$ cat src/rtl/vid656_pkg.sv
package vid656_pkg;

  localparam logic [7:0] BLANK_CHROMA = 8'h80;
  localparam logic [7:0] BLANK_LUMA   = 8'h10;
  localparam logic [7:0] CODE_LEAD    = 8'hFF;
  localparam logic [7:0] CODE_ZERO    = 8'h00;

  typedef enum logic {
    STD_525 = 1'b0,
    STD_625 = 1'b1
  } line_std_e;

  // timing word: marker, field, vertical, horizontal, four protection bits
  function automatic logic [7:0] timing_word(input logic f, input logic v, input logic h);
    return {1'b1, f, v, h, v ^ h, f ^ h, f ^ v, f ^ v ^ h};
  endfunction

endpackage

$ cat src/rtl/vid656_rst_sync.sv
module vid656_rst_sync (
  input  logic clk,
  input  logic arst_n,
  output logic rst_n_sync
);

  logic [1:0] stage_q;

  always_ff @(posedge clk or negedge arst_n) begin
    if (!arst_n) stage_q <= 2'b00;
    else         stage_q <= {stage_q[0], 1'b1};
  end

  assign rst_n_sync = stage_q[1];

endmodule

$ cat src/rtl/vid656_raster.sv
module vid656_raster
  import vid656_pkg::*;
#(
  parameter int TOT_A   = 858,
  parameter int ACT_A   = 720,
  parameter int LINES_A = 525,
  parameter int TOT_B   = 864,
  parameter int ACT_B   = 720,
  parameter int LINES_B = 625,
  parameter int BW      = 11,
  parameter int LW      = 10
) (
  input  logic          clk,
  input  logic          rst_n,
  input  logic          std_sel,
  output logic [BW-1:0] bcnt,
  output logic [LW-1:0] line,
  output logic [LW-1:0] lif,
  output logic          field2,
  output logic [BW-1:0] act_start
);

  localparam logic [BW-1:0] LAST_BYTE_A = BW'(2 * TOT_A - 1);
  localparam logic [BW-1:0] LAST_BYTE_B = BW'(2 * TOT_B - 1);
  localparam logic [LW-1:0] LAST_LINE_A = LW'(LINES_A - 1);
  localparam logic [LW-1:0] LAST_LINE_B = LW'(LINES_B - 1);
  localparam logic [LW-1:0] F2_LINE_A   = LW'(LINES_A / 2 + 1);
  localparam logic [LW-1:0] F2_LINE_B   = LW'(LINES_B / 2 + 1);
  localparam logic [BW-1:0] ACT_AT_A    = BW'(2 * (TOT_A - ACT_A));
  localparam logic [BW-1:0] ACT_AT_B    = BW'(2 * (TOT_B - ACT_B));

  line_std_e     std_q, std_nxt;
  logic [BW-1:0] bcnt_q, bcnt_nxt, last_byte;
  logic [LW-1:0] line_q, line_nxt, last_line, f2_line;
  logic          eol, eof;

  always_comb begin
    last_byte = (std_q == STD_625) ? LAST_BYTE_B : LAST_BYTE_A;
    last_line = (std_q == STD_625) ? LAST_LINE_B : LAST_LINE_A;
    f2_line   = (std_q == STD_625) ? F2_LINE_B   : F2_LINE_A;
    act_start = (std_q == STD_625) ? ACT_AT_B    : ACT_AT_A;
    eol       = (bcnt_q == last_byte);
    eof       = eol && (line_q == last_line);
    bcnt_nxt  = eol ? '0 : bcnt_q + 1'b1;
    line_nxt  = line_q;
    if (eol) line_nxt = eof ? '0 : line_q + 1'b1;
    std_nxt   = eof ? line_std_e'(std_sel) : std_q;
    field2    = (line_q >= f2_line);
    lif       = field2 ? (line_q - f2_line) : line_q;
  end

  always_ff @(posedge clk or negedge rst_n) begin
    if (!rst_n) begin
      bcnt_q <= '0;
      line_q <= '0;
      std_q  <= STD_525;
    end else begin
      bcnt_q <= bcnt_nxt;
      line_q <= line_nxt;
      std_q  <= std_nxt;
    end
  end

  assign bcnt = bcnt_q;
  assign line = line_q;

endmodule

$ cat src/rtl/vid656_syncgen.sv
module vid656_syncgen #(
  parameter int BW = 11,
  parameter int LW = 10
) (
  input  logic          clk,
  input  logic          rst_n,
  input  logic [BW-1:0] bcnt,
  input  logic [LW-1:0] line,
  input  logic [LW-1:0] lif,
  input  logic [BW-1:0] act_start,
  input  logic          avid_in_vbi,
  input  logic [BW-2:0] hs_on_pix,
  input  logic [BW-2:0] hs_off_pix,
  input  logic [LW-1:0] vs_on_line,
  input  logic [BW-2:0] vs_on_pix,
  input  logic [LW-1:0] vs_off_line,
  input  logic [BW-2:0] vs_off_pix,
  input  logic [LW-1:0] fid_odd_line,
  input  logic [LW-1:0] fid_even_line,
  input  logic [BW-2:0] fid_pix,
  input  logic [LW-1:0] vb_on_line,
  input  logic [BW-2:0] vb_on_pix,
  input  logic [LW-1:0] vb_off_line,
  input  logic [BW-2:0] vb_off_pix,
  input  logic [LW-1:0] vbi_lines,
  output logic          v_line,
  output logic [3:0]    sync_q,
  output logic          avid_q
);

  // sync_q order: 0 hsync, 1 vsync, 2 fid, 3 vblk
  localparam int          NSYNC   = 4;
  localparam logic [3:0]  RST_VAL = 4'b0100;

  logic [BW-2:0]    pix;
  logic             on_px;
  logic [NSYNC-1:0] set_hit, clr_hit;
  logic             avid_nxt;

  always_comb begin
    pix        = bcnt[BW-1:1];
    on_px      = ~bcnt[0];
    set_hit[0] = on_px && (pix == hs_on_pix);
    clr_hit[0] = on_px && (pix == hs_off_pix);
    set_hit[1] = on_px && (lif == vs_on_line) && (pix == vs_on_pix);
    clr_hit[1] = on_px && (lif == vs_off_line) && (pix == vs_off_pix);
    set_hit[2] = on_px && (line == fid_odd_line) && (pix == fid_pix);
    clr_hit[2] = on_px && (line == fid_even_line) && (pix == fid_pix);
    set_hit[3] = on_px && (lif == vb_on_line) && (pix == vb_on_pix);
    clr_hit[3] = on_px && (lif == vb_off_line) && (pix == vb_off_pix);
    v_line     = (lif < vbi_lines);
    avid_nxt   = (bcnt >= act_start) && (!v_line || avid_in_vbi);
  end

  for (genvar g = 0; g < NSYNC; g++) begin : g_edge
    logic q_r, q_nxt;

    always_comb begin
      q_nxt = q_r;
      if (set_hit[g])      q_nxt = 1'b1;
      else if (clr_hit[g]) q_nxt = 1'b0;
    end

    always_ff @(posedge clk or negedge rst_n) begin
      if (!rst_n) q_r <= RST_VAL[g];
      else        q_r <= q_nxt;
    end

    assign sync_q[g] = q_r;
  end

  always_ff @(posedge clk or negedge rst_n) begin
    if (!rst_n) avid_q <= 1'b0;
    else        avid_q <= avid_nxt;
  end

endmodule

$ cat src/rtl/vid656_datamux.sv
module vid656_datamux
  import vid656_pkg::*;
#(
  parameter int BW = 11
) (
  input  logic          clk,
  input  logic          rst_n,
  input  logic          emb_mode,
  input  logic [BW-1:0] bcnt,
  input  logic [BW-1:0] act_start,
  input  logic          field2,
  input  logic          v_line,
  input  logic [7:0]    c_in,
  input  logic [7:0]    y_in,
  output logic [7:0]    dout
);

  logic [BW-1:0] sav_base;
  logic [1:0]    idx;
  logic          in_code, h_bit;
  logic [7:0]    sample, dout_nxt, dout_q;

  always_comb begin
    sav_base = act_start - BW'(4);
    in_code  = 1'b0;
    h_bit    = 1'b0;
    idx      = bcnt[1:0];
    if (bcnt < BW'(4)) begin
      in_code = 1'b1;
      h_bit   = 1'b1;
    end else if ((bcnt >= sav_base) && (bcnt < act_start)) begin
      in_code = 1'b1;
      idx     = 2'(bcnt - sav_base);
    end

    sample = bcnt[0] ? y_in : c_in;
    if (sample == 8'h00)      sample = 8'h01;
    else if (sample == 8'hFF) sample = 8'hFE;

    if (emb_mode && in_code) begin
      case (idx)
        2'd0:    dout_nxt = CODE_LEAD;
        2'd3:    dout_nxt = timing_word(field2, v_line, h_bit);
        default: dout_nxt = CODE_ZERO;
      endcase
    end else if ((bcnt >= act_start) && !v_line) begin
      dout_nxt = sample;
    end else begin
      dout_nxt = bcnt[0] ? BLANK_LUMA : BLANK_CHROMA;
    end
  end

  always_ff @(posedge clk or negedge rst_n) begin
    if (!rst_n) dout_q <= 8'h00;
    else        dout_q <= dout_nxt;
  end

  assign dout = dout_q;

endmodule

$ cat src/rtl/vid656_fmt.sv
module vid656_fmt #(
  parameter int TOT_A   = 858,
  parameter int ACT_A   = 720,
  parameter int LINES_A = 525,
  parameter int TOT_B   = 864,
  parameter int ACT_B   = 720,
  parameter int LINES_B = 625,
  localparam int MAX_TOT   = (TOT_A > TOT_B) ? TOT_A : TOT_B,
  localparam int MAX_LINES = (LINES_A > LINES_B) ? LINES_A : LINES_B,
  localparam int BW = $clog2(2 * MAX_TOT),
  localparam int PW = BW - 1,
  localparam int LW = $clog2(MAX_LINES)
) (
  input  logic          clk,
  input  logic          rst_n,
  input  logic          std_sel,
  input  logic          emb_mode,
  input  logic          avid_in_vbi,
  input  logic [7:0]    c_in,
  input  logic [7:0]    y_in,
  input  logic [PW-1:0] hs_on_pix,
  input  logic [PW-1:0] hs_off_pix,
  input  logic [LW-1:0] vs_on_line,
  input  logic [PW-1:0] vs_on_pix,
  input  logic [LW-1:0] vs_off_line,
  input  logic [PW-1:0] vs_off_pix,
  input  logic [LW-1:0] fid_odd_line,
  input  logic [LW-1:0] fid_even_line,
  input  logic [PW-1:0] fid_pix,
  input  logic [LW-1:0] vb_on_line,
  input  logic [PW-1:0] vb_on_pix,
  input  logic [LW-1:0] vb_off_line,
  input  logic [PW-1:0] vb_off_pix,
  input  logic [LW-1:0] vbi_lines,
  output logic [7:0]    dout,
  output logic          hsync,
  output logic          vsync,
  output logic          fid,
  output logic          vblk,
  output logic          avid
);

  logic          rst_n_int;
  logic [BW-1:0] bcnt, act_start;
  logic [LW-1:0] line, lif;
  logic          field2, v_line;
  logic [3:0]    sync_q;

  vid656_rst_sync u_rst (
    .clk        (clk),
    .arst_n     (rst_n),
    .rst_n_sync (rst_n_int)
  );

  vid656_raster #(
    .TOT_A(TOT_A), .ACT_A(ACT_A), .LINES_A(LINES_A),
    .TOT_B(TOT_B), .ACT_B(ACT_B), .LINES_B(LINES_B),
    .BW(BW), .LW(LW)
  ) u_raster (
    .clk       (clk),
    .rst_n     (rst_n_int),
    .std_sel   (std_sel),
    .bcnt      (bcnt),
    .line      (line),
    .lif       (lif),
    .field2    (field2),
    .act_start (act_start)
  );

  vid656_syncgen #(.BW(BW), .LW(LW)) u_sync (
    .clk           (clk),
    .rst_n         (rst_n_int),
    .bcnt          (bcnt),
    .line          (line),
    .lif           (lif),
    .act_start     (act_start),
    .avid_in_vbi   (avid_in_vbi),
    .hs_on_pix     (hs_on_pix),
    .hs_off_pix    (hs_off_pix),
    .vs_on_line    (vs_on_line),
    .vs_on_pix     (vs_on_pix),
    .vs_off_line   (vs_off_line),
    .vs_off_pix    (vs_off_pix),
    .fid_odd_line  (fid_odd_line),
    .fid_even_line (fid_even_line),
    .fid_pix       (fid_pix),
    .vb_on_line    (vb_on_line),
    .vb_on_pix     (vb_on_pix),
    .vb_off_line   (vb_off_line),
    .vb_off_pix    (vb_off_pix),
    .vbi_lines     (vbi_lines),
    .v_line        (v_line),
    .sync_q        (sync_q),
    .avid_q        (avid)
  );

  vid656_datamux #(.BW(BW)) u_mux (
    .clk       (clk),
    .rst_n     (rst_n_int),
    .emb_mode  (emb_mode),
    .bcnt      (bcnt),
    .act_start (act_start),
    .field2    (field2),
    .v_line    (v_line),
    .c_in      (c_in),
    .y_in      (y_in),
    .dout      (dout)
  );

  assign hsync = sync_q[0];
  assign vsync = sync_q[1];
  assign fid   = sync_q[2];
  assign vblk  = sync_q[3];

endmodule

$ cat config.mk
export PLATFORM = sky130hd
export DESIGN_NAME = vid656_fmt
export DESIGN_NICKNAME = d
export VERILOG_FILES = /design/src/rtl/vid656_pkg.sv /design/src/rtl/vid656_rst_sync.sv /design/src/rtl/vid656_raster.sv /design/src/rtl/vid656_syncgen.sv /design/src/rtl/vid656_datamux.sv /design/src/rtl/vid656_fmt.sv
export SDC_FILE = /design/constraint.sdc
export NUM_CORES = 1
export LEC_CHECK = 0
export BUFFER_PORTS_ARGS = -buffer_cell sky130_fd_sc_hd__buf_2
export CAP_MARGIN = 10
export CORE_MARGIN = 2
export CORE_UTILIZATION = 51
export CTS_CLUSTER_DIAMETER = 150
export DETAILED_ROUTE_END_ITERATION = 12
export HOLD_SLACK_MARGIN = 0.06
export PLACE_DENSITY = 0.83
export SLEW_MARGIN = 20
export SYNTH_ARGS = -nofsm -noshare
export SYNTH_HDL_FRONTEND = slang
export SYNTH_SLANG_ARGS = --single-unit
$ cat constraint.sdc
create_clock -name clk -period 1.35 [get_ports clk]
set_input_delay 0.135 -clock clk [delete_from_list [all_inputs] [get_ports clk]]
set_output_delay 0.135 -clock clk [all_outputs]
set_load 0.02 [all_outputs]
# Yosys cells after proc, flatten, opt, wreduce, memory -nomap -nowiden
# Cells that the tools add are included.
[classes]
n_addsub = 5
multipliers = 0
div_mod_pow = 0
magnitude_cmp = 6
n_eq_ne = 17
shifts = 0
mux = 27
bitwise_logic = 5
n_reduce_logical = 27
[ops]
columns = ["op", "n"]
rows = [
  ["10-bit equality test", 14],
  ["8-bit two-way mux", 6],
  ["10-bit two-way mux", 2],
  ["1-bit logical AND", 19],
  ["8-bit case mux with 2 select lines", 1],
  ["6-bit two-way mux", 2],
  ["11-bit by 1-bit adder with 11-bit output, second input constant", 1],
  ["11-bit equality test", 1],
  ["11-bit greater-or-equal comparator", 1],
  ["11-bit by 9-bit greater-or-equal comparator with 1-bit output", 1],
  ["11-bit by 3-bit < comparator with 1-bit output, second input constant", 1],
  ["11-bit by 9-bit < comparator with 1-bit output", 1],
  ["1-bit two-way mux", 11],
  ["11-bit two-way mux", 1],
  ["10-bit by 1-bit adder with 10-bit output, second input constant", 1],
  ["10-bit greater-or-equal comparator", 1],
  ["10-bit < comparator", 1],
  ["10-bit subtractor", 1],
  ["9-bit by 3-bit subtractor with 10-bit output, second input constant", 1],
  ["8-bit equality test, second input constant", 1],
  ["8-bit logical NOT", 1],
  ["2-bit nonzero test", 4],
  ["7-bit two-way mux", 1],
  ["2-bit two-way mux", 2],
  ["other kinds (8)", 11],
]
[totals]
register_bits = 37
latchBits = 0
mem_bits_rw = 0
mem_bits_ro = 0
in_bits = 161
out_inout_bits = 13
word_cells = 97
mem_count = 0

# Longest topological paths before layout
# Gate-level depths: netlist (run 1).
[logic_depth]
word_depth = 9
depth_mapped = 17
depth_no_buf = 16

# By module
# Synthesis (run 1) repeated with hierarchy kept, for this count alone.
[unflattened]
hier_cells = 611
area_unflattened_um2 = 5245.0
[by_module_without_submodules]
columns = ["module", "instances", "cells_each", "area_each_um2", "seq_area_each_um2"]
rows = [
  ["vid656_syncgen", 1, 264, 2182.1, 126.4],
  ["vid656_raster", 1, 176, 1650.3, 550.5],
  ["vid656_datamux", 1, 168, 1358.8, 200.2],
  ["vid656_rst_sync", 1, 3, 53.8, 50.0],
]

# Least setup slack after synthesis (run 1)
# OpenSTA, ideal clock, no wires.
[synth_path]
path_kind = "reg-to-reg"
startpoint = "register u_raster.std_q"
endpoint = "register u_mux.dout_q[0], in the netlist u_mux.dout[0]"
setup_ps = 131
arrival_ps = 3855
required_time_ps = 1219
slack_ps = -2636
path_stages_with_launch = 17
path_buffers = 1
synth_period_minus_slack_ps = 3986
cell_sequence = "dfrtp_1 -> inv_1 -> ha_1 -> a2111oi_4 -> nand2b_1 -> o21ai_1 -> clkbuf_1 -> o21ai_0 -> ha_1 -> a21o_1 -> a21o_1 -> a21o_1 -> a21oi_1 -> o21ai_0 -> o211ai_1 -> a211o_1 -> o211ai_1"
[synth_between]
elab_chain_cells = 9
elab_cells_between_ends = 25
classes_between = "add/sub: 2; order compare: 5; eq/ne: 1; mux: 10; bitwise: 2; reduce/logical: 5"
[synth_lines]
columns = ["element", "line", "source"]
rows = [
  ["from (decl)", "vid656_raster.sv:32", "line_std_e std_q, std_nxt;"],
  ["from (signal assigned)", "vid656_raster.sv:60", "std_q <= std_nxt;"],
  ["6-bit two-way mux", "vid656_raster.sv:41", "act_start = (std_q == STD_625) ? ACT_AT_B : ACT_AT_A;"],
  ["9-bit by 3-bit subtractor with 10-bit output", "vid656_datamux.sv:24", "sav_base = act_start - BW'(4);"],
  ["11-bit greater-or-equal comparator", "vid656_datamux.sv:31", "end else if ((bcnt >= sav_base) && (bcnt < act_start)) begin"],
  ["1-bit logical AND", "vid656_datamux.sv:31", ""],
  ["2-bit two-way mux", "vid656_datamux.sv:31", ""],
  ["2-bit two-way mux", "vid656_datamux.sv:28", "if (bcnt < BW'(4)) begin"],
  ["2-bit equality test / 2-bit logical NOT (equally long branches)", "vid656_datamux.sv:41", "case (idx)"],
  ["8-bit case mux with 2 select lines", "vid656_datamux.sv:41", ""],
  ["8-bit two-way mux (*)", "vid656_datamux.sv:40", "if (emb_mode && in_code) begin"],
  ["named net u_mux.dout_nxt[0]", "vid656_datamux.sv:21", "logic [7:0] sample, dout_nxt, dout_q;"],
  ["to (signal assigned)", "vid656_datamux.sv:55", "else dout_q <= dout_nxt;"],
  ["to (decl)", "vid656_datamux.sv:21", ""],
]
# Mark *: on every way through the listed nets, which the timed path passes. The rest lies on a longest branch.
# A chain may end at the register's enable or synchronous reset.

# Worst setup path after layout (run 1)
[layout_path]
startpoint = "register u_raster.std_q"
endpoint = "register u_mux.dout_q[1], in the netlist u_mux.dout[1]"
# Same word-level chain as after synthesis.

==> reports/summary.md, run 1 <==
Setup repair after global routing could not meet its margin everywhere. Clock latency on the worst-skew pair, taken at its later pin, is 0.30 ns. For the starting density of the core, the log shows 52.7%.

The die outline area is 0.00984 mm2. The number of global-route vias before repair is 6,055, and the maximum number of pins on one net before global-route repair is 36. TritonCTS built the clock tree.

The clock edge transition at the registers on the reported setup and hold paths is 0.09 ns. The most used flip-flop cell after synthesis is sky130_fd_sc_hd__dfrtp_1. The maximum fanout along the worst path works out to 6. The last weighted congestion value of the routability-driven placer was 1.03. Derived from the worst setup path, the maximum achievable clock frequency is 266 MHz.

The cell count after synthesis is 574. Counting flops with a built-in enable in the synthesized netlist gives 0. The horizontal die dimension was 99.2 um.

The tightest min-delay check is of the in -> reg type. After filler insertion, the fill cell instance count of the layout stands at 508. The tree is rooted in a sky130_fd_sc_hd__clkbuf_8.

Detailed routing inserted a total of 5,985 vias. The maximum buffer depth of the clock tree was 2; the share of layout cells above drive strength 1 was 45.8%. STA classifies the critical path endpoint as a flop. In this run the biggest area consumer among cell types represents 19.5% of the synthesized area. The power per cell area was 415 mW/mm2; the H-tree depth reported by CTS was 2. Once placement finished, the instance area stood at 0.00647 mm2.

Residual DRC count: 0. In this run the vertical extent of the chip is 99.2 um. The run gives 0 as the initial antenna violation count.

The data arrival time at the worst-slack endpoint is 3.92 ns, and the instance count along the most critical hold path is 3. Dividing the detail-routed wire length by the instance count gives 20.6 um. After synthesis, the share of cell area in mux cells is 3.17%. The number of detailed-routing iterations run before antenna repair is 5, and the count of routing violations after the opening detailed-route iteration is 466. After global routing the overflow that remains totals 0. The worst endpoint required time is 1.51 ns, and the share of async-settable or async-resettable flops after synthesis is 100%.

The reported max-cap violation count is 0, and the number of storage elements in the synthesis netlist is 37. The most area-hungry cell type in the Yosys netlist is sky130_fd_sc_hd__dfrtp_1. The first global-routing pass estimated 28.9 mm of wire.

The finished cells cover 0.00725 mm2. The cell area that synthesis handed to floorplanning was 0.00462 mm2. After synthesis, the most frequently instantiated cells are sky130_fd_sc_hd__xor2_1 (84), sky130_fd_sc_hd__xnor2_1 (46), sky130_fd_sc_hd__o21ai_0 (38), sky130_fd_sc_hd__dfrtp_1 (36), sky130_fd_sc_hd__inv_1 (36).

The critical path is of the reg -> reg type. For this design the static power due to leakage is 3.48 nW. Yosys attributes the largest share of cell area to sky130_fd_sc_hd__dfrtp_1 (19%), sky130_fd_sc_hd__xor2_1 (16%), sky130_fd_sc_hd__xnor2_1 (8.7%), sky130_fd_sc_hd__ha_1 (6.5%), sky130_fd_sc_hd__o21ai_0 (4.1%).

Buffers inserted during clock tree synthesis total 5. In the post-synthesis netlist, the cell with the most instances is sky130_fd_sc_hd__xor2_1. Walking the worst path, the cells encountered are inv_4 -> ha_4 -> a2111oi_4 -> nand2b_1 -> o21ai_4 -> nand2_1 -> o21ai_1 -> ha_1 -> a21o_1 -> a21o_1 -> a21o_1 -> a21oi_2 -> o21ai_4 -> buf_4 -> nor2_4 -> xnor2_1 -> o221ai_1. For this design, the slowest cell found on the critical path is sky130_fd_sc_hd__dfrtp_2.

The net count reported at finish is 1,052. In this run the tool buffered the top-level ports with 173 buffer cells. The post-route clock period utilization is 278%. The fraction of the core area covered by cells at the end of the flow is 82.7%, and the diode insertion count for antenna repair is 0.

The post-synthesis sequential area ratio was 20.1%; the actual transition at the worst max-transition pin was 0.729 ns. Headroom to the max-slew limit came out at 50.2%. Most used cell along the critical path: sky130_fd_sc_hd__a21o_1.

The run gives 64 as the count of unique library cells instantiated by Yosys. The clock drives 37 sinks. The total wirelength of the detailed-routed design was 20.1 mm. On the final layout, the worst clock skew is 0.0150 ns.

IR analysis of the VDD net gives a maximum drop of 0.000405 V. The worst setup path is launched from a flop. Row generation in the floorplan step produced 34 rows. For this run, the total global-route usage over all layers was measured as 36.7%. The minimum clock period is 3.75 ns. The post-synthesis net count came out at 760.

The logs give 0.00301 W for the sum of internal, switching and leakage power and 0 for the total count of hold-check failures in the final report. The xor/xnor share of the synthesized area came out at 24.6%. The final reports fail on negative setup slack. The sum of net half-perimeters after detailed placement came out at 14.0 mm. After Yosys synthesis, and, or, nand and nor cells account for 20.5% of the synthesized area. Timing analysis after detailed placement gives a worst setup slack of -2.27 ns.

The core region is 0.00876 mm2. The average instance in the mapped netlist occupies 8.05 um2. The detail route stage leaves a number of antenna-violating nets equal to 0.

Relative to the synthesized area, the layout overhead comes to 56.8%. The max-slew violation total from the final report is 0, and the number of top-level design ports is 174. The flow ran to the end, but the final reports show violations. After synthesis, the largest family of logic cells by area is XOR/XNOR gates. Setup-violating endpoint count in the final report: 35.

The number of cells on the worst reg-to-reg path is 17. For this run, the slowest stage of the critical path takes 0.50 ns. The synthesized netlist devotes 6.93% of its cell area to adder and majority cells. The tools report the setup slack of the critical path after layout as -2.40 ns. Compound-cell area share of the yosys netlist: 19.3%. The Yosys warning count was 0. After detailed routing, the number of vias per cell comes to 6.14.
-- logic make-up (layout without fill, tap and decap cells) --
family | Yosys count | count (layout)
and+or+nand+nor | 175 | 175
AOI/OAI and AO/OA | 127 | 127
other | 1 | 1
buffers and inverters | 66 | 359
DFF | 37 | 37
xor gates and xnor gates | 130 | 130
muxes | 13 | 13
adders and majority gates | 25 | 25
-- sequential cells by signal, summed over array words and instances (netlist names) --
register,flops
u_raster.bcnt,11
u_raster.std_q,1
u_rst.stage_q,2
u_sync.avid_q,1
u_mux.dout,8
u_sync.g_edge.q_r,4
u_raster.line,10
-- routing by layer --
metal | GRT usage [%] | vias up | wire [um] | part of all wire (%)
met3 | 7.73 | 107 | 1860 | 9.2
met2 | 67.6 | 405 | 10100 | 51
met1 | 39.0 | 2825 | 6980 | 35
met4 | 19.6 | 0 | 1090 | 5.4
met5 | 0 | - | 0 | 0
li1 | - | 2648 | - | -
-- stage by stage --
step / instances / hold slack, ns / TNS, ns
floorplan: 574 / -0.161 / -33.54
global placement: 939 / -0.0803 / -39.63
detailed placement: 939 / -0.0797 / -43.17
CTS: 966 / 0.0706 / -39.36
global route: 975 / 0.0778 / -47.78
finish: 975 / 0.0750 / -45.02
-- layout make-up --
type | instances | area [um2] | share of cell area, %
Timing Repair Buffer | 315 | 2030 | 28.1
Multi-Input combinational cell | 471 | 3870 | 53.5
Inverter | 36 | 138 | 1.90
Clock buffer | 5 | 68.8 | 0.949
Sequential cell | 37 | 930 | 12.8
Clock inverter | 3 | 68.8 | 0.949
Tap cell | 108 | 135 | 1.86
-- placed cells by master, fill, tap and decap left out, types with 5 or more instances in the layout --
| cell type | count |
|---|---|
| sky130_fd_sc_hd__a21o_1 | 11 |
| sky130_fd_sc_hd__a21oi_1 | 10 |
| sky130_fd_sc_hd__and3_1 | 7 |
| sky130_fd_sc_hd__buf_2 | 173 |
| sky130_fd_sc_hd__buf_4 | 122 |
| sky130_fd_sc_hd__buf_6 | 14 |
| sky130_fd_sc_hd__clkbuf_8 | 5 |
| sky130_fd_sc_hd__dfrtp_1 | 34 |
| sky130_fd_sc_hd__ha_1 | 16 |
| sky130_fd_sc_hd__ha_4 | 7 |
| sky130_fd_sc_hd__inv_1 | 33 |
| sky130_fd_sc_hd__mux2i_1 | 9 |
| sky130_fd_sc_hd__nand2_1 | 14 |
| sky130_fd_sc_hd__nand2b_1 | 6 |
| sky130_fd_sc_hd__nand3_1 | 23 |
| sky130_fd_sc_hd__nand4_1 | 19 |
| sky130_fd_sc_hd__nor2_1 | 29 |
| sky130_fd_sc_hd__nor2b_1 | 6 |
| sky130_fd_sc_hd__nor3_1 | 9 |
| sky130_fd_sc_hd__nor4_1 | 17 |
| sky130_fd_sc_hd__o211ai_1 | 10 |
| sky130_fd_sc_hd__o21a_1 | 5 |
| sky130_fd_sc_hd__o21ai_0 | 20 |
| sky130_fd_sc_hd__o21ai_1 | 11 |
| sky130_fd_sc_hd__o21ai_2 | 6 |
| sky130_fd_sc_hd__or3_1 | 5 |
| sky130_fd_sc_hd__xnor2_1 | 44 |
| sky130_fd_sc_hd__xor2_1 | 84 |
-- critical path: cells and delay by family, from the launching register on --
kind	cells	cell delay [ns]
AO/OA/AOI/OAI	9	1.69
XOR/XNOR	1	0.15
adder cells (fa/ha/maj)	2	0.51
buffers and inverters	2	0.30
flip-flops	1	0.50
AND/OR/NAND/NOR	3	0.45
-- final timing paths --
kind / startpoint / to / slack [ns]
max in group asynchronous: u_rst.stage_q[1] / u_raster.std_q / 0.70
setup reg to reg: u_raster.std_q / u_mux.dout[1] / -2.40
hold reg to reg: u_rst.stage_q[1] / u_raster.bcnt[1] / 0.29
min in group asynchronous: rst_n / u_rst.stage_q[1] / 0.14
setup / recovery: u_raster.std_q / u_mux.dout[1] / -2.40
hold / removal: std_sel / u_raster.std_q / 0.07
-- report_power, final --
group          total (W)  leakage (nW)  internal [W]  switching, W
combinational   0.000672          2.97      0.000350      0.000322
clock            0.00121        0.0687      0.000745      0.000467
sequential       0.00112         0.438       0.00112    0.00000437
-- what timing repair did --
action,4_1_cts,5_1_grt
setup endpoints to repair,35,35
hold buffers,1,0
resized for setup,55,37
pin swaps,28,22
hold endpoints to repair,2,0
setup buffers,18,12
Power figures use the tool's default switching activity.
==> inputs of run 2 (changes only) <==
--- a/config.mk
+++ b/config.mk
@@ -6,13 +6,12 @@
 export NUM_CORES = 1
 export LEC_CHECK = 0
 export BUFFER_PORTS_ARGS = -buffer_cell sky130_fd_sc_hd__buf_2
-export CAP_MARGIN = 10
 export CORE_MARGIN = 2
 export CORE_UTILIZATION = 51
 export CTS_CLUSTER_DIAMETER = 150
 export DETAILED_ROUTE_END_ITERATION = 12
 export HOLD_SLACK_MARGIN = 0.06
-export PLACE_DENSITY = 0.83
+export PLACE_DENSITY = 0.8
 export SLEW_MARGIN = 20
 export SYNTH_ARGS = -nofsm -noshare
 export SYNTH_HDL_FRONTEND = slang
==> reports/summary.md, run 2 (same netlist as run 1, synthesis figures left out) <==
For the site row count, the log shows 34 (unchanged). The clock edge transition at the registers on the reported setup and hold paths works out to 0.10 ns (about the same). The maximum number of pins on one net before global-route repair was 27 (-25%); the vertical die dimension was 99.2 um (unchanged).

The number of detailed-routing iterations run before antenna repair was 5 (unchanged). Traced cell by cell, the critical path runs through inv_4 -> ha_4 -> a2111oi_4 -> nand2b_1 -> o21ai_4 -> o21ai_2 -> ha_1 -> a21o_1 -> a21o_1 -> a21o_1 -> a21oi_2 -> o21ai_4 -> o211ai_1 -> buf_4 -> o22ai_1. The quantity of I/O buffers inserted on ports came out at 173 (unchanged). The tools report the starting density of the core as 52.7% (unchanged).

The run gives 0.000403 V (-0.41%) as the maximum ir drop on the vdd rail. The launching element type of the critical path was a flop. The most frequent standard cell in the layout excluding fill and tap cells is sky130_fd_sc_hd__buf_2. The run gives 978 (+0.31%) as the post-route non-filler standard cell count.

The flow ran to the end, but the final reports show violations. The core box area was 0.00876 mm2 (unchanged). The tools report the vias after detailed routing as 5,801 (-3.1%). The count of routing violations after the opening detailed-route iteration was 429 (-7.9%). The timing-limited maximum frequency came out at 281 MHz (+5.4%).

For the cell area after placement, the log shows 0.00651 mm2 (+0.58%). The tools report the insertion delay to the later sink of the worst-skew pair as 0.30 ns (about the same). The data arrival time at the worst-slack endpoint is 3.74 ns (-0.18 ns). The tools report the maximum buffer depth of the clock tree as 2 (unchanged).

The checks that failed: negative setup slack. The horizontal die dimension came out at 99.2 um (unchanged). The logs give 5,807 (-4.1%) for the number of global-route vias before repair and 1.52 ns (about the same) for the worst endpoint required time. The tools report the final standard cell area without fillers as 0.00713 mm2 (-1.6%). The logs give 931 um2 (+0.13%) for the area occupied by registers and 0 (unchanged) for the number of antenna-violating nets in the routed design. Setup repair after global routing could not meet its margin everywhere.

The tools report the net count reported at finish as 1,055 (+0.29%). The logs give 34.4% (-2.3 points) for the global-route usage over all layers and 5 (unchanged) for the total CTS buffers. The residual DRC count is 0 (unchanged).

The growth of design area from synthesis to finish is 54.3%. The power per cell area was 419 mW/mm2 (+1.0%); the number of top-level design ports was 174 (unchanged). The tools report the library cell used as clock root buffer as sky130_fd_sc_hd__clkbuf_8. The post-place setup slack came out at -2.16 ns (+0.110 ns). The global route total overflow was 0 (unchanged); the leakage component of the power was 3.48 nW (about the same).

The run gives 37 (unchanged) as the clock sink count. The actual transition at the worst max-transition pin came out at 0.518 ns (-0.211 ns). The maximum fanout along the worst path is 5 (-1). Leaving out fill and tap cells, the most frequent cells in the layout are sky130_fd_sc_hd__buf_2 (173), sky130_fd_sc_hd__buf_4 (127), sky130_fd_sc_hd__xor2_1 (83), sky130_fd_sc_hd__xnor2_1 (45), sky130_fd_sc_hd__inv_1 (34).

The number of flip-flops in the largest register is 11 (unchanged), and the sum of net half-perimeters after detailed placement is 13.6 mm (-2.7%). The most used cell along the critical path was sky130_fd_sc_hd__a21o_1. The minimum clock period came out at 3.56 ns (-0.191 ns). The initial antenna violation count is 0 (unchanged), and the H-tree depth reported by CTS is 2 (unchanged).

The worst stage delay on the critical path was 0.49 ns (about the same); the setup-violating endpoint count in the final report was 35 (unchanged). The total count of hold-check failures in the final report came out at 0 (unchanged). The last weighted congestion value of the routability-driven placer is 1.03 (-0.22%). The wire length per cell is 18.8 um (-8.9%), and the global-route wire length before repair is 27.1 mm (-6.3%). The logs give 0.00984 mm2 (unchanged) for the die outline area and -2.21 ns (+0.191 ns) for the setup slack of the critical path after layout. Highest-delay cell along the critical path: sky130_fd_sc_hd__dfrtp_2. For the worst setup skew after layout, the log shows 0.0164 ns (+0.00149 ns).

The critical path is of the reg -> reg type. Worst min-delay path category: in -> reg. The via density per instance is 5.93 (-3.4%), and the buffer and inverter count on the worst path is 2 (unchanged). The reported max-cap violation count came out at 0 (unchanged).

Cell type group with the largest total delay on the critical path: compound AO/OA/AOI/OAI gates. The tools report the post-placement cell count as 944 (+0.53%). The type of destination of the critical path is a flop. The share of layout cells above drive strength 1 works out to 44.4% (-1.4 points). TritonCTS built the clock tree. Max-slew violation total from the final report: 0 (unchanged). The remaining max-slew budget at the tightest pin was 65.3% (+15 points). The final hold slack was 0.106 ns (+0.0311 ns); the count of filler cells inserted in the layout was 533 (+4.9%). The slack of the worst reg-to-reg path is -2.21 ns (+0.19 ns), and the combined area of the multi-input logic cells is 0.00373 mm2 (-3.7%). The post-route clock period utilization came out at 264% (-14 points). For the diode insertion count for antenna repair, the log shows 0 (unchanged).

For the total wirelength of the detailed-routed design, the log shows 18.3 mm (-8.6%).
[run 2: cell types whose count changed in the layout (fill, tap and decap cells not counted), moves of 3 or more]
cell	delta
sky130_fd_sc_hd__o22ai_2	-3
sky130_fd_sc_hd__o22ai_1	+3
sky130_fd_sc_hd__ha_4	-4
sky130_fd_sc_hd__buf_4	+5
sky130_fd_sc_hd__ha_1	+3
sky130_fd_sc_hd__buf_6	-3
[run 2: path summary, 6_finish.rpt]
check	from	endpoint	cells past startpoint
worst max-delay path	u_raster.std_q	u_mux.dout[5]	15
worst min register to register	u_rst.stage_q[1]	u_raster.line[8]	1
max in group asynchronous	u_rst.stage_q[1]	u_mux.dout[0]	1
worst max register to register	u_raster.std_q	u_mux.dout[5]	15
worst min-delay path	std_sel	u_raster.std_q	3
min in group asynchronous	rst_n	u_rst.stage_q[0]	2
[run 2: tightest hold or removal path, cell delays in order]
cell and delay, ns:
sky130_fd_sc_hd__buf_2 0.08, sky130_fd_sc_hd__nand2_1 0.04, sky130_fd_sc_hd__o21ai_0 0.10
[run 2: stage by stage]
step	TNS, ns	total power (W)	util (%)
5_1_grt	-45.13	0.00309	81.4
6_report	-42.33	0.00299	81.4
3_5_place_dp	-42.44	0.00176	74.3
2_1_floorplan	-33.54	0.00138	-
4_1_cts	-39.52	0.00296	78.9
3_3_place_gp	-39.54	0.00175	74.3
[run 2: repair_timing]
action / CTS / global route
setup buffers: 11 / 15
endpoints found under the hold margin: 2 / 0
pin swaps: 29 / 20
setup endpoints to repair: 35 / 35
hold buffers: 1 / 0
resized for setup: 45 / 23
[run 2: cell type report]
type,instances,share of cell area (%)
Clock buffer,5,0.965
Clock inverter,3,0.965
Inverter,36,1.93
Multi-Input combinational cell,471,52.3
Sequential cell,37,13.1
Tap cell,108,1.89
Timing Repair Buffer,318,28.9
[run 2: metal layers]
| metal | vias to the layer above | routed length [um] | GRT usage, % |
|---|---|---|---|
| met2 | 332 | 9400 | 64.2 |
| met4 | 0 | 599 | 14.9 |
| met5 | - | 0 | 0 |
| met1 | 2751 | 6750 | 37.9 |
| li1 | 2653 | - | - |
| met3 | 65 | 1600 | 6.32 |
[run 2: power breakdown]
group / leakage (nW) / switching [W] / internal [W] / total [W]
Sequential: 0.436 / 0.00000461 / 0.00112 / 0.00112
Combinational: 2.97 / 0.000305 / 0.000348 / 0.000654
Clock: 0.0687 / 0.000467 / 0.000745 / 0.00121
Total: 3.48 / 0.000777 / 0.00221 / 0.00299
